<file path="config.mk">
export PLATFORM = sky130hd
export DESIGN_NAME = regbank_owner_arb
export DESIGN_NICKNAME = d
export VERILOG_FILES = /design/src/rtl/rbo_pkg.sv /design/src/rtl/rbo_host_decode.sv /design/src/rtl/rbo_ctrl_reg.sv /design/src/rtl/rbo_reg_group.sv /design/src/rtl/regbank_owner_arb.sv
export SDC_FILE = /design/constraint.sdc
export NUM_CORES = 1
export LEC_CHECK = 0
export ABC_AREA = 0
export ABC_CLOCK_PERIOD_IN_PS = 4900
export BUFFER_PORTS_ARGS = -buffer_cell sky130_fd_sc_hd__buf_4
export CAP_MARGIN = 10
export CORE_MARGIN = 1
export CORE_UTILIZATION = 61
export CTS_CLUSTER_DIAMETER = 80
export DETAILED_ROUTE_END_ITERATION = 10
export HOLD_SLACK_MARGIN = 0.08
export PLACE_DENSITY = 0.77
export SYNTH_ARGS = -nofsm -noshare
export SYNTH_HDL_FRONTEND = slang
export SYNTH_HIERARCHICAL = 1
export SYNTH_SLANG_ARGS = --single-unit
</file>
<file path="constraint.sdc">
create_clock -name clk -period 4.9 [get_ports clk]
set_input_delay 0.245 -clock clk [delete_from_list [all_inputs] [get_ports clk]]
set_output_delay 0.245 -clock clk [all_outputs]
set_load 0.005 [all_outputs]
</file>
<file path="src/rtl/rbo_pkg.sv">
package rbo_pkg;

    localparam int DATA_W       = 16;
    localparam int ADDR_W       = 12;
    localparam int IF_BASE      = 2048;
    localparam int IF_NUM       = 8;
    localparam int PIN_ADDR     = 2056;
    localparam int AUX_BASE     = 2057;
    localparam int AUX_NUM      = 4;
    localparam int CTRL_ADDR    = 2076;

    // Ownership bit positions inside the control word
    localparam int MODE_AUX_BIT = 9;
    localparam int MODE_PIN_BIT = 8;
    localparam int MODE_IF_BIT  = 7;

    typedef struct packed {
        logic aux;
        logic pin;
        logic iface;
    } own_t;

endpackage

</file>
<file path="src/rtl/rbo_host_decode.sv">
module rbo_host_decode #(
    parameter int ADDR_W    = 12,
    parameter int IF_BASE   = 2048,
    parameter int IF_NUM    = 8,
    parameter int IF_IDX_W  = 3,
    parameter int PIN_ADDR  = 2056,
    parameter int AUX_BASE  = 2057,
    parameter int AUX_NUM   = 4,
    parameter int AUX_IDX_W = 2,
    parameter int CTRL_ADDR = 2076
) (
    input  logic [ADDR_W-1:0]    addr,
    output logic                 hit_if,
    output logic [IF_IDX_W-1:0]  if_idx,
    output logic                 hit_pin,
    output logic                 hit_aux,
    output logic [AUX_IDX_W-1:0] aux_idx,
    output logic                 hit_ctrl
);

    int addr_i;
    int if_off;
    int aux_off;

    assign addr_i  = int'(addr);
    assign if_off  = addr_i - IF_BASE;
    assign aux_off = addr_i - AUX_BASE;

    always_comb begin
        hit_if   = (addr_i >= IF_BASE) && (addr_i < IF_BASE + IF_NUM);
        hit_pin  = (addr_i == PIN_ADDR);
        hit_aux  = (addr_i >= AUX_BASE) && (addr_i < AUX_BASE + AUX_NUM);
        hit_ctrl = (addr_i == CTRL_ADDR);
        if_idx   = hit_if  ? IF_IDX_W'(if_off)   : '0;
        aux_idx  = hit_aux ? AUX_IDX_W'(aux_off) : '0;
    end

endmodule

</file>
<file path="src/rtl/rbo_ctrl_reg.sv">
module rbo_ctrl_reg
    import rbo_pkg::*;
#(
    parameter int DATA_W  = 16,
    parameter int AUX_BIT = 9,
    parameter int PIN_BIT = 8,
    parameter int IF_BIT  = 7
) (
    input  logic              clk,
    input  logic              rst_n,
    input  logic              wr_en,
    input  logic [DATA_W-1:0] wdata,
    output own_t              own,
    output logic [DATA_W-1:0] ctrl_word
);

    own_t own_d, own_q;

    always_comb begin
        own_d = own_q;
        if (wr_en) begin
            own_d.aux   = wdata[AUX_BIT];
            own_d.pin   = wdata[PIN_BIT];
            own_d.iface = wdata[IF_BIT];
        end
    end

    always_ff @(posedge clk or negedge rst_n) begin
        if (!rst_n) own_q <= '0;
        else        own_q <= own_d;
    end

    // Only the ownership bits are stored; every other position reads 0
    always_comb begin
        ctrl_word          = '0;
        ctrl_word[AUX_BIT] = own_q.aux;
        ctrl_word[PIN_BIT] = own_q.pin;
        ctrl_word[IF_BIT]  = own_q.iface;
    end

    assign own = own_q;

endmodule

</file>
<file path="src/rtl/rbo_reg_group.sv">
module rbo_reg_group #(
    parameter int N      = 8,
    parameter int DATA_W = 16,
    parameter int IDX_W  = 3
) (
    input  logic                       clk,
    input  logic                       rst_n,
    input  logic                       host_own,
    input  logic                       host_we,
    input  logic [IDX_W-1:0]           host_idx,
    input  logic [DATA_W-1:0]          host_data,
    input  logic                       int_we,
    input  logic [IDX_W-1:0]           int_idx,
    input  logic [DATA_W-1:0]          int_data,
    output logic [N-1:0][DATA_W-1:0]   regs
);

    typedef struct packed {
        logic [N-1:0][DATA_W-1:0] regs;
    } grp_t;

    grp_t st_d, st_q;

    // The non-owning source is discarded outright, so a collision resolves
    // to whichever source the ownership bit selects.
    always_comb begin
        st_d = st_q;
        if (host_own) begin
            if (host_we && (int'(host_idx) < N))
                st_d.regs[host_idx] = host_data;
        end else begin
            if (int_we && (int'(int_idx) < N))
                st_d.regs[int_idx] = int_data;
        end
    end

    always_ff @(posedge clk or negedge rst_n) begin
        if (!rst_n) st_q <= '0;
        else        st_q <= st_d;
    end

    assign regs = st_q.regs;

endmodule

</file>
<file path="src/rtl/regbank_owner_arb.sv">
module regbank_owner_arb
    import rbo_pkg::*;
#(
    parameter int DATA_W    = rbo_pkg::DATA_W,
    parameter int ADDR_W    = rbo_pkg::ADDR_W,
    parameter int IF_BASE   = rbo_pkg::IF_BASE,
    parameter int IF_NUM    = rbo_pkg::IF_NUM,
    parameter int PIN_ADDR  = rbo_pkg::PIN_ADDR,
    parameter int AUX_BASE  = rbo_pkg::AUX_BASE,
    parameter int AUX_NUM   = rbo_pkg::AUX_NUM,
    parameter int CTRL_ADDR = rbo_pkg::CTRL_ADDR,
    localparam int IF_IDX_W  = (IF_NUM  > 1) ? $clog2(IF_NUM)  : 1,
    localparam int AUX_IDX_W = (AUX_NUM > 1) ? $clog2(AUX_NUM) : 1
) (
    input  logic                 clk,
    input  logic                 rst_n,
    input  logic [ADDR_W-1:0]    host_addr,
    input  logic                 host_we,
    input  logic [DATA_W-1:0]    host_wdata,
    output logic [DATA_W-1:0]    host_rdata,
    input  logic                 prog_we,
    input  logic [IF_IDX_W-1:0]  prog_idx,
    input  logic [DATA_W-1:0]    prog_wdata,
    input  logic                 pin_we,
    input  logic [DATA_W-1:0]    pin_wdata,
    input  logic                 aux_we,
    input  logic [AUX_IDX_W-1:0] aux_idx,
    input  logic [DATA_W-1:0]    aux_wdata
);

    logic                          hit_if, hit_pin, hit_aux, hit_ctrl;
    logic [IF_IDX_W-1:0]           host_if_idx;
    logic [AUX_IDX_W-1:0]          host_aux_idx;
    own_t                          own;
    logic [DATA_W-1:0]             ctrl_word;
    logic [IF_NUM-1:0][DATA_W-1:0] if_regs;
    logic [0:0][DATA_W-1:0]        pin_regs;
    logic [AUX_NUM-1:0][DATA_W-1:0] aux_regs;

    rbo_host_decode #(
        .ADDR_W   (ADDR_W),
        .IF_BASE  (IF_BASE),
        .IF_NUM   (IF_NUM),
        .IF_IDX_W (IF_IDX_W),
        .PIN_ADDR (PIN_ADDR),
        .AUX_BASE (AUX_BASE),
        .AUX_NUM  (AUX_NUM),
        .AUX_IDX_W(AUX_IDX_W),
        .CTRL_ADDR(CTRL_ADDR)
    ) dec_i (
        .addr    (host_addr),
        .hit_if  (hit_if),
        .if_idx  (host_if_idx),
        .hit_pin (hit_pin),
        .hit_aux (hit_aux),
        .aux_idx (host_aux_idx),
        .hit_ctrl(hit_ctrl)
    );

    rbo_ctrl_reg #(
        .DATA_W (DATA_W),
        .AUX_BIT(MODE_AUX_BIT),
        .PIN_BIT(MODE_PIN_BIT),
        .IF_BIT (MODE_IF_BIT)
    ) ctrl_i (
        .clk      (clk),
        .rst_n    (rst_n),
        .wr_en    (host_we && hit_ctrl),
        .wdata    (host_wdata),
        .own      (own),
        .ctrl_word(ctrl_word)
    );

    rbo_reg_group #(.N(IF_NUM), .DATA_W(DATA_W), .IDX_W(IF_IDX_W)) if_grp_i (
        .clk      (clk),
        .rst_n    (rst_n),
        .host_own (own.iface),
        .host_we  (host_we && hit_if),
        .host_idx (host_if_idx),
        .host_data(host_wdata),
        .int_we   (prog_we),
        .int_idx  (prog_idx),
        .int_data (prog_wdata),
        .regs     (if_regs)
    );

    rbo_reg_group #(.N(1), .DATA_W(DATA_W), .IDX_W(1)) pin_grp_i (
        .clk      (clk),
        .rst_n    (rst_n),
        .host_own (own.pin),
        .host_we  (host_we && hit_pin),
        .host_idx (1'b0),
        .host_data(host_wdata),
        .int_we   (pin_we),
        .int_idx  (1'b0),
        .int_data (pin_wdata),
        .regs     (pin_regs)
    );

    rbo_reg_group #(.N(AUX_NUM), .DATA_W(DATA_W), .IDX_W(AUX_IDX_W)) aux_grp_i (
        .clk      (clk),
        .rst_n    (rst_n),
        .host_own (own.aux),
        .host_we  (host_we && hit_aux),
        .host_idx (host_aux_idx),
        .host_data(host_wdata),
        .int_we   (aux_we),
        .int_idx  (aux_idx),
        .int_data (aux_wdata),
        .regs     (aux_regs)
    );

    always_comb begin
        host_rdata = '0;
        if (hit_if)        host_rdata = if_regs[host_if_idx];
        else if (hit_pin)  host_rdata = pin_regs[0];
        else if (hit_aux)  host_rdata = aux_regs[host_aux_idx];
        else if (hit_ctrl) host_rdata = ctrl_word;
    end

endmodule

</file>
==> parameters.txt <==
Parameter                              Value

Placed design
  Placed inst area    roughly 0.014 mm2
  Final RePlAce weighted congestion    ~0.85
  IO Port Bufs    slightly above 100
  Detailed placement HPWL    23.54 mm

Layout
  Syn-to-layout area delta    11.16%
  Share of cells above drive strength 1    between 30% and 40%
  Post-layout nets    between 1000 and 1500
  Multi-input logic area    about 0.0073 mm2
  Number of filler cells placed in the layout    1520
  Post-route cell area    between 0.01 and 0.015 mm2
  Footprint of the flip-flops and latches    between 0.005 and 0.006 mm2
  Antenna cells    0

Timing
  Worst clock skew on the final layout    roughly 5.3 ps
  Slew Limit Fails    0
  Share of the clock period used by the worst path after layout    about three quarters
  Tightest slew margin relative to the limit    roughly a third
  Worst Max-Slew Pin Slew    between 1000 and 1500 ps
  Peak Freq    around 270 MHz
  Number of failing hold endpoints at the final stage    0
  Setup violators final    0
  Sum of negative setup slack    0 ps
  Post-route minimum period    ~3700 ps
  RSZ-0062 raised after global routing    false

Clock network
  Number of buffers created by CTS    25
  Clock-pin slew on the worst setup and hold paths    approximately 60 ps
  Buffer depth of the longest clock path    3
  CTS root buf    sky130_fd_sc_hd__clkbuf_16
  Clock tree from TritonCTS    built
  Number of clock sinks    about 210
  Maximum level of the CTS H-tree    1
  Number of gates given a new drive strength after cts    0
  Clock insertion delay at the later pin of the skew report    520 ps

Floorplanning
  # IOs    around 100
  Initial core utilization    63.16%
  Die X    about 150 um
  Standard-cell row count    53
  Height of the die    150.5 um
  Core box area    between 0.02 and 0.025 mm2
  Die area    0.02264 mm2

Routing
  Via count    between 9000 and 10000
  Number of DRC markers in iteration 0    between 900 and 1000
  Post-DRT Antenna Nets    0
  1st-pass router iterations    6
  Wire length after detailed routing    38.21 mm
  Number of DRC violations after detailed routing    0
  Routed via count divided by cell count    7.065
  Wirelength per Cell    between 20 and 30 um

Global routing
  Pin count of the biggest net entering global routing    127
  Via count of the first global-routing pass    10165
  Gr ovfl total    0
  Antenna violations before repair    0
  First-pass GRT wire length    around 60 mm
  Total global routing track utilization    34.70%

Worst setup path
  Critical-path cell list    buf_4 -> or4_4 -> or3_1 -> nor4_2 -> buf_12 -> mux4_1 -> mux2_2 -> a22o_1 -> buf_4
  CP max FO    approximately 50
  Critical Path RT    around 4700 ps
  Setup crit end kind    output pin
  Largest stage delay on the critical path    ~600 ps
  Start-to-end type of the worst setup path    input pin to output pin
  Crit-path most repeated cell    sky130_fd_sc_hd__buf_4
  Worst Setup Start Kind    input pin
  Data arrival at the endpoint of the critical path    approximately 3400 ps
  Cell with the largest stage delay on the worst path    sky130_fd_sc_hd__mux4_1

Synthesis
  Most area-consuming cells after synthesis    sky130_fd_sc_hd__dfrtp_1, sky130_fd_sc_hd__mux2_2, sky130_fd_sc_hd__a22o_1, sky130_fd_sc_hd__mux4_1, sky130_fd_sc_hd__a32o_1
  Count of flip-flops with a built-in enable after synthesis    0
  Total standard cell area after synthesis    0.01345 mm2
  Share of the synthesized area in the top cell type    about two fifths
  Cell type with the highest aggregate area in the netlist    sky130_fd_sc_hd__dfrtp_1
  Synthesized instance count    ~1100
  Dominant register cell in the synthesized netlist    sky130_fd_sc_hd__dfrtp_1
  Post-synthesis async set-or-reset flop share    between 90% and 100%
  Part of the Yosys area used for sequential elements    roughly two fifths
  Number of synthesis warnings    6
  Avg Inst Size Synth    approximately 13 um2
  Unique masters post-synth    between 60 and 70
  Number of register bits inferred by synthesis    between 200 and 250

Power
  Power density relative to cell area    286.1 mW/mm2
  Leak Pwr    just under 0.007 uW
  VDD IR-drop max    between 0.0002 and 0.00025 V

Min path
  Class of the tightest hold or removal check    input pin to register

Flow run
  Number of max-capacitance violations reported    0

Run status
  Status    finished, final reports clean
[flip-flops by register name, summed over array words and instances (netlist names)]
register	count
if_grp_i/regs	128
aux_grp_i/regs	64
pin_grp_i/regs	16
ctrl_i/ctrl_word	3
[report_power, final]
group	internal (uW)	switching, uW
clock	1060	726
combinational	273	265
sequential	1880	71.9
total	3210	1060
[placed cells by master, fill, tap and decap left out, types with 3 or more instances in the layout]
cell                            instances
sky130_fd_sc_hd__dfrtp_1              211
sky130_fd_sc_hd__mux2_2               191
sky130_fd_sc_hd__buf_4                133
sky130_fd_sc_hd__a22o_1                96
sky130_fd_sc_hd__a32o_1                64
sky130_fd_sc_hd__o22ai_1               48
sky130_fd_sc_hd__nand2_1               39
sky130_fd_sc_hd__mux2i_1               32
sky130_fd_sc_hd__a21oi_1               32
sky130_fd_sc_hd__mux2_4                30
sky130_fd_sc_hd__mux4_1                26
sky130_fd_sc_hd__nand2b_1              25
sky130_fd_sc_hd__clkbuf_16             25
sky130_fd_sc_hd__inv_1                 20
sky130_fd_sc_hd__o221ai_1              16
sky130_fd_sc_hd__and3_1                16
sky130_fd_sc_hd__a2bb2o_1              15
sky130_fd_sc_hd__conb_1                15
sky130_fd_sc_hd__dlygate4sd3_1         10
sky130_fd_sc_hd__mux4_2                 6
sky130_fd_sc_hd__mux2_1                 6
sky130_fd_sc_hd__clkbuf_8               6
sky130_fd_sc_hd__clkinv_2               6
sky130_fd_sc_hd__and2_1                 5
sky130_fd_sc_hd__clkbuf_1               5
sky130_fd_sc_hd__nor4_2                 5
sky130_fd_sc_hd__o22ai_4                4
sky130_fd_sc_hd__o22ai_2                4
sky130_fd_sc_hd__o32ai_4                3
sky130_fd_sc_hd__nor4b_4                3
[cells by family after synthesis]
group / after synthesis / synth area share [%]
AO/OA/AOI/OAI: 285 / 18.48
buffers and inverters: 158 / 7.426
AND/OR/NAND/NOR: 126 / 6.263
multiplexers: 291 / 28.32
other: 2 / 0.05586
adder cells (fa/ha/maj): 2 / 0.1861
flip-flops: 211 / 39.27
[metal layers]
layer / global-route usage (%) / share of wire [%] / up-vias
li1: - / - / 4284
met1: 47.75 / 40 / 5092
met2: 55.85 / 48 / 538
met3: 5.758 / 9.2 / 83
met4: 11.52 / 2.6 / 0
met5: 0 / 0 / -
[critical path, delay by kind of cell]
kind | cells | cell delay [ps]
simple gates | 3 | 1330
mux | 2 | 920
buf+inv | 3 | 580
compound gates | 1 | 270
[layout make-up]
type	count	area share (%)
Clock buffer	35	4.772
Clock inverter	9	0.5190
Inverter	20	0.5023
Multi-Input combinational cell	719	48.87
Sequential cell	211	35.33
Tap cell	275	2.302
Timing Repair Buffer	146	7.710
[metrics by stage]
step                      utilization (%)  setup WS, ps  instances  total power [uW]  hold slack, ps
after floorplan                         -          1277       1088              2291          -50.59
after global placement              66.03          1132       1361              2480           354.4
after detailed placement            66.03          1079       1361              2497           347.8
after CTS                           70.21          1286       1415              4283           81.10
after global routing                70.21          1183       1415              4413           91.33
final                               70.21          1244       1415              4276           87.17
[final timing paths]
check	endpoint	slack (ps)	startpoint	depth (start not counted)
max	host_rdata[13]	1240	host_addr[8]	9
min	pin_grp_i/regs[15]	90	pin_wdata[15]	3
max reg2reg	aux_grp_i/regs[28]	2310	ctrl_i/ctrl_word[9]	3
min reg2reg	aux_grp_i/regs[15]	490	aux_grp_i/regs[15]	1
max in group asynchronous	if_grp_i/regs[86]	3400	rst_n	3
min in group asynchronous	aux_grp_i/regs[1]	350	rst_n	2
[cell usage after synthesis, drive strengths merged (3+ instances only)]
| master | instances |
|---|---|
| a2bb2o | 15 |
| mux4 | 32 |
| dfrtp | 211 |
| a21oi | 32 |
| buf | 82 |
| nor2 | 3 |
| and2 | 5 |
| clkbuf | 56 |
| o22ai | 56 |
| nor2b | 6 |
| mux2i | 32 |
| nor4b | 4 |
| mux2 | 227 |
| and3 | 16 |
| a22o | 96 |
| nand2 | 40 |
| o32ai | 3 |
| o221ai | 16 |
| nand2b | 27 |
| a32o | 64 |
| nor4 | 7 |
| inv | 20 |
[what timing repair did]
action                                 in CTS  in global routing
buffers inserted                            0                  0
endpoints found under the hold margin      94                  0
hold buffers                               10                  0
Note: power is estimated with default switching activity, not from simulation.
